[src/rtl/usbhc_pkg.sv]
package usbhc_pkg;
  localparam int REG_W  = 8;
  localparam int ADDR_W = 2;

  localparam logic [ADDR_W-1:0] ADDR_CMD = 2'd0;
  localparam logic [ADDR_W-1:0] ADDR_STS = 2'd1;
  localparam logic [ADDR_W-1:0] ADDR_IEN = 2'd2;

  // command bit positions
  localparam int CMD_RUN    = 0;
  localparam int CMD_HCRST  = 1;
  localparam int CMD_BUSRST = 2;
  localparam int CMD_SUSP   = 3;
  localparam int CMD_RESUME = 4;
  localparam int CMD_CFG    = 6;
  localparam int CMD_PKT64  = 7;

  // status bit positions
  localparam int STS_IOC   = 0;
  localparam int STS_ERR   = 1;
  localparam int STS_RSM   = 2;
  localparam int STS_SYS   = 3;
  localparam int STS_PROC  = 4;
  localparam int STS_HALT  = 5;
  localparam int STS_SHORT = 6;

  // enable bit positions
  localparam int IEN_ERR   = 0;
  localparam int IEN_RSM   = 1;
  localparam int IEN_IOC   = 2;
  localparam int IEN_SHORT = 3;
  localparam int IEN_N     = 4;

  localparam logic [REG_W-1:0] CMD_MASK = REG_W'((1 << CMD_RUN) | (1 << CMD_HCRST) |
      (1 << CMD_BUSRST) | (1 << CMD_SUSP) | (1 << CMD_RESUME) | (1 << CMD_CFG) | (1 << CMD_PKT64));
  localparam logic [REG_W-1:0] STS_EV_MASK = REG_W'((1 << STS_IOC) | (1 << STS_ERR) |
      (1 << STS_RSM) | (1 << STS_SYS) | (1 << STS_PROC) | (1 << STS_SHORT));
  localparam logic [REG_W-1:0] STS_NOMASK = REG_W'((1 << STS_SYS) | (1 << STS_PROC));
  localparam logic [REG_W-1:0] IEN_MASK = REG_W'((1 << IEN_N) - 1);

  // status bit gated by each enable bit
  function automatic int ienSource(input int idx);
    case (idx)
      IEN_ERR:   return STS_ERR;
      IEN_RSM:   return STS_RSM;
      IEN_IOC:   return STS_IOC;
      default:   return STS_SHORT;
    endcase
  endfunction

  typedef struct packed {
    logic              wrCmd;
    logic              wrSts;
    logic              wrIen;
    logic              clearAll;
    logic [ADDR_W-1:0] rdSel;
    logic [REG_W-1:0]  setEv;
  } strobes_t;
endpackage

[src/rtl/usbhc_ctrl.sv]
module usbhc_ctrl
  import usbhc_pkg::*;
(
  input  logic              clk,
  input  logic              rstN,
  input  logic [ADDR_W-1:0] regAddr,
  input  logic              regWrEn,
  input  logic              hcRstBit,
  input  logic              evDone,
  input  logic              evIoc,
  input  logic              evShort,
  input  logic              evError,
  input  logic              evResume,
  input  logic              evSysErr,
  input  logic              evProcErr,
  output strobes_t          strobes
);
  logic [REG_W-1:0] evVec;

  always_comb begin
    evVec            = '0;
    evVec[STS_IOC]   = evDone & evIoc;
    evVec[STS_SHORT] = evDone & evShort;
    evVec[STS_ERR]   = evError;
    evVec[STS_RSM]   = evResume;
    evVec[STS_SYS]   = evSysErr;
    evVec[STS_PROC]  = evProcErr;
  end

  always_comb begin
    strobes.clearAll = hcRstBit;
    strobes.wrCmd    = regWrEn && (regAddr == ADDR_CMD);
    strobes.wrSts    = regWrEn && (regAddr == ADDR_STS);
    strobes.wrIen    = regWrEn && (regAddr == ADDR_IEN);
    strobes.rdSel    = regAddr;
    strobes.setEv    = evVec & STS_EV_MASK;
  end

  // a completion without the tag never requests the completion bit
  a_r6_untagged_quiet: assert property (@(posedge clk) disable iff (!rstN)
    (evDone && !evIoc) |-> !strobes.setEv[STS_IOC]);

  // at most one register is selected for writing
  a_r11_one_target: assert property (@(posedge clk) disable iff (!rstN)
    $onehot0({strobes.wrCmd, strobes.wrSts, strobes.wrIen}));
endmodule

[src/rtl/usbhc_regs.sv]
module usbhc_regs
  import usbhc_pkg::*;
(
  input  logic             clk,
  input  logic             rstN,
  input  strobes_t         strobes,
  input  logic [REG_W-1:0] wrData,
  output logic [REG_W-1:0] rdData,
  output logic             hcRstBit,
  output logic             runStop,
  output logic             busReset,
  output logic             globalSuspend,
  output logic             forceResume,
  output logic             maxPkt64,
  output logic             irq
);
  logic [REG_W-1:0] cmdQ, stsQ, ienQ;
  logic [REG_W-1:0] stsView;
  logic [REG_W-1:0] clrVec;
  logic [IEN_N-1:0] gated;

  assign clrVec = strobes.wrSts ? (wrData & STS_EV_MASK) : '0;

  always_ff @(posedge clk or negedge rstN) begin
    if (!rstN) begin
      cmdQ <= '0;
      stsQ <= '0;
      ienQ <= '0;
    end else if (strobes.clearAll) begin
      cmdQ <= '0;
      stsQ <= '0;
      ienQ <= '0;
    end else begin
      if (strobes.wrCmd) cmdQ <= wrData & CMD_MASK;
      if (strobes.wrIen) ienQ <= wrData & IEN_MASK;
      stsQ <= (stsQ & ~clrVec) | strobes.setEv;
    end
  end

  always_comb begin
    stsView           = stsQ & STS_EV_MASK;
    stsView[STS_HALT] = ~cmdQ[CMD_RUN];
  end

  always_comb begin
    case (strobes.rdSel)
      ADDR_CMD: rdData = cmdQ;
      ADDR_STS: rdData = stsView;
      ADDR_IEN: rdData = ienQ;
      default:  rdData = '0;
    endcase
  end

  for (genvar g = 0; g < IEN_N; g++) begin : g_gate
    assign gated[g] = ienQ[g] & stsQ[ienSource(g)];
  end

  assign irq           = (|gated) | (|(stsQ & STS_NOMASK));
  assign hcRstBit      = cmdQ[CMD_HCRST];
  assign runStop       = cmdQ[CMD_RUN];
  assign busReset      = cmdQ[CMD_BUSRST];
  assign globalSuspend = cmdQ[CMD_SUSP];
  assign forceResume   = cmdQ[CMD_RESUME];
  assign maxPkt64      = cmdQ[CMD_PKT64];

  // controller reset bit clears itself after one cycle
  a_r5_self_clear: assert property (@(posedge clk) disable iff (!rstN)
    cmdQ[CMD_HCRST] |=> !cmdQ[CMD_HCRST]);

  // controller reset restores all defaults
  a_r5_defaults: assert property (@(posedge clk) disable iff (!rstN)
    cmdQ[CMD_HCRST] |=> (cmdQ == '0 && stsQ == '0 && ienQ == '0));

  // without a status write or reset, no event bit falls
  a_r8_sticky: assert property (@(posedge clk) disable iff (!rstN)
    (!strobes.wrSts && !strobes.clearAll) |=> ((stsQ & $past(stsQ)) == $past(stsQ)));

  // a written 1 clears the bit unless an event sets it on the same edge
  a_r8_w1c: assert property (@(posedge clk) disable iff (!rstN)
    strobes.wrSts |=> ((stsQ & $past(wrData & ~strobes.setEv & STS_EV_MASK)) == '0));

  // irq stays low when nothing is enabled and no unmaskable bit is set
  a_r10_irq_quiet: assert property (@(posedge clk) disable iff (!rstN)
    (ienQ == '0 && (stsQ & STS_NOMASK) == '0) |-> !irq);
endmodule

[src/rtl/usb_hc_regs.sv]
module usb_hc_regs
  import usbhc_pkg::*;
(
  input  logic              clk,
  input  logic              rstN,
  input  logic [ADDR_W-1:0] regAddr,
  input  logic              regWrEn,
  input  logic [REG_W-1:0]  regWrData,
  output logic [REG_W-1:0]  regRdData,
  input  logic              evDone,
  input  logic              evIoc,
  input  logic              evShort,
  input  logic              evError,
  input  logic              evResume,
  input  logic              evSysErr,
  input  logic              evProcErr,
  output logic              runStop,
  output logic              busReset,
  output logic              globalSuspend,
  output logic              forceResume,
  output logic              maxPkt64,
  output logic              irq
);
  strobes_t strobes;
  logic     hcRstBit;

  usbhc_ctrl u_ctrl (
    .clk       (clk),
    .rstN      (rstN),
    .regAddr   (regAddr),
    .regWrEn   (regWrEn),
    .hcRstBit  (hcRstBit),
    .evDone    (evDone),
    .evIoc     (evIoc),
    .evShort   (evShort),
    .evError   (evError),
    .evResume  (evResume),
    .evSysErr  (evSysErr),
    .evProcErr (evProcErr),
    .strobes   (strobes)
  );

  usbhc_regs u_regs (
    .clk           (clk),
    .rstN          (rstN),
    .strobes       (strobes),
    .wrData        (regWrData),
    .rdData        (regRdData),
    .hcRstBit      (hcRstBit),
    .runStop       (runStop),
    .busReset      (busReset),
    .globalSuspend (globalSuspend),
    .forceResume   (forceResume),
    .maxPkt64      (maxPkt64),
    .irq           (irq)
  );
endmodule

[config.mk]
export PLATFORM = sky130hd
export DESIGN_NAME = usb_hc_regs
export DESIGN_NICKNAME = d
export VERILOG_FILES = /design/src/rtl/usbhc_pkg.sv /design/src/rtl/usbhc_ctrl.sv /design/src/rtl/usbhc_regs.sv /design/src/rtl/usb_hc_regs.sv
export SDC_FILE = /design/constraint.sdc
export NUM_CORES = 1
export LEC_CHECK = 0
export ABC_AREA = 1
export BUFFER_PORTS_ARGS = -buffer_cell sky130_fd_sc_hd__buf_2
export CAP_MARGIN = 5
export CORE_MARGIN = 2
export CORE_UTILIZATION = 34
export DETAILED_ROUTE_END_ITERATION = 8
export PLACE_DENSITY = 0.6
export SLEW_MARGIN = 20
export SYNTH_ARGS = -nofsm -noshare
export SYNTH_HDL_FRONTEND = slang
export SYNTH_SLANG_ARGS = --single-unit
[constraint.sdc]
create_clock -name clk -period 0.9 [get_ports clk]
set_clock_uncertainty 0.05 [all_clocks]
set_input_delay 0.09 -clock clk [delete_from_list [all_inputs] [get_ports clk]]
set_output_delay 0.09 -clock clk [all_outputs]
set_load 0.02 [all_outputs]
==> metrics <==
Buf/Inv on CP=1; Synth top area share=46.3%; clock root buffer=clkbuf_4; Async SR Flop Fraction=100%; CP max stage cell=dfrtp_1; DRT iter0 DRCs=25; die span in x=56.0 um; sequential power share=42.1%; Ports=34; Critical Path Max Stage Delay=430 ps; Hold Path Origin=regWrData[0]; Total GRT Usage=17.2%; die area=3140 um2; Max Slew Vio Count=0; clk buf depth=2; Req. time, crit path=760 ps; Worst slew margin=72.9%; Area Overhead vs Synth=85.6%; switching power total=0.000752 W; critical-path cell list=a211oi_1, nand2_1, buf_6; Top FF cell, synth=dfrtp_1; H-Tree Depth=1; critical path capture point type=primary output; failing checks=negative setup slack; via total after detailed routing=1063; final WL=2850 um; Core ar.=2520 um2; f_max=716 MHz; dpl hpwl=1960 um; n_diodes=0; Distinct cells, synth=18; Crit Path Class=reg2out; most frequent cell after synthesis=nand2_1; Synth Instances=114; cell taking the most area after synthesis=dfrtp_1; WL per Instance=13.2 um; PD cells=1310 nW/um2; Skew-Pair Late Insertion Delay=290 ps; syn nets=134; VDD IR max=0.948 mV; drt drc=0; post-synthesis sequential element count=17; GP Congestion=0.861; final core utilization=67.7%; status=complete, but fails checks; Critical Path Source Type=flop; origin of the worst setup path=u_regs.stsQ[3]$_DFF_PN0_; Initial Utilization=36.5%; worst setup margin=-497 ps; RSZ-0062 raised after global routing=true; top cell family by delay on the critical path=flip-flops; dpl ws=-152 ps; vias in the first global route=1003; first-pass GRT wire length=4350 um; Min-Delay Path Class=in2reg; layout cell share with drive strength beyond 1=60.8%; Ys Warns=0; num rows=18; dpl cells=190; number of enable flip-flop cells after synthesis=0; largest net degree at the start of global routing=18; ranking of synthesized cells by area=dfrtp_1 (46%), nand2_1 (11%), inv_1 (6.1%), nand4_1 (4.8%), o21ai_0 (4.4%); post-layout instance count excluding filler cells=216; count of input and output buffers=32; min cycle time layout=1400 ps; 1st-pass router iterations=4; Num CTS Buffers=3; final hold slack=15.8 ps; post-synthesis cell area=920 um2; Comb pwr share=39.1%; Reg clk slew, reported paths=110 ps; GRT overflow=0; CTS Sinks=17; chip height=56.0 um; clock share of power=18.8%; CP Max Fanout=3; register area share after synthesis=46.3%; P_int=0.00149 W; MaxCap Viol Count=0; fin area=1710 um2; Sw Ratio=33.5%; final layout net count=207; # setup viols final=31; Lkg Pwr=0.830 nW; Syn Area/Cell=8.07 um2; Hold Violations, Final=0; Worst R2R Start=u_regs.cmdQ[1]$_DFF_PN0_; final worst path period share=155%; Synth top cells by count=nand2_1 (28), dfrtp_1 (17), inv_1 (15); antenna violations before repair=0; dpl cell area=1240 um2; CTS tree=built; Worst-Margin Slew=407 ps; via/cell ratio=4.92; Routed Antenna Nets=0; WP data arrival=1260 ps
[path summary, 6_finish.rpt]
check | endpoint | cells after the start | slack [ps]
min reg2reg | u_regs.cmdQ[6]$_DFFE_PN0P_ | 2 | 490
max | irq | 3 | -500
max reg2reg | u_regs.cmdQ[2]$_DFFE_PN0P_ | 6 | -200
max in group asynchronous | u_regs.cmdQ[3]$_DFFE_PN0P_ | 2 | 290
min | u_regs.ienQ[0]$_DFFE_PN0P_ | 3 | 20
min in group asynchronous | u_regs.cmdQ[2]$_DFFE_PN0P_ | 2 | 190
[metal layers]
layer	GRT usage (%)	vias to the layer above	wire length [um]
met1	22.9	503	1260
met4	4.08	0	19
met3	3.26	2	160
met5	0	-	0
met2	28.9	36	1410
li1	-	522	-
[final cells by class]
class	count	area (um2)
clock buffer	4	26.3
fill	207	816
inverter	17	71.3
multi-input combinational	76	526
sequential	17	428
tap	30	37.5
timing repair buffer	72	618
[tightest hold or removal path: stages]
cell and delay, ps:
buf_2 120, nand2_4 80, o21ai_2 50
[placed cells by master (no fill, tap or decap), drive strengths merged]
master / count
clkbuf: 4
a211oi: 1
o21ai: 11
buf: 62
o22ai: 1
o211ai: 4
nand3: 7
inv: 17
nand2: 31
dlygate4sd3: 10
nand4: 7
dfrtp: 17
a21oi: 7
nor2: 7
[cells by family (layout without fill, tap and decap cells)]
group / count (synthesis) / in the layout / share of synthesized area (%)
AOI/OAI and AO/OA: 24 / 24 / 14.6
DFF: 17 / 17 / 46.3
buffers and inverters: 21 / 93 / 12.1
and+or+nand+nor: 52 / 52 / 27.1
[registers in the layout (all words and copies together), names as in the netlist]
register / count
u_regs.cmdQ: 7
u_regs.ienQ: 4
u_regs.stsQ: 6
[per-stage QoR]
step	power (W)	setup TNS, ps
floorplan	0.00127	-703
global placement	0.00152	-1500
detailed placement	0.00153	-1440
CTS	0.00211	-5670
global route	0.00236	-6690
finish	0.00224	-5480
[power groups by stage]
stage	clock, W	sequential (W)	combinational (W)
2_1_floorplan	0	0.000969	0.000298
3_3_place_gp	0	0.000936	0.000583
3_5_place_dp	0	0.000938	0.000590
4_1_cts	0.000441	0.000935	0.000738
5_1_grt	0.000465	0.000954	0.000944
6_report	0.000422	0.000944	0.000877
[what timing repair did]
item,4_1_cts,5_1_grt
hold endpoints to repair,25,0
hold buffers,10,0
setup endpoints to repair,24,31
pin swaps,7,9
buffers inserted,5,10
gates resized for setup,43,35
Power figures use the tool's default switching activity.
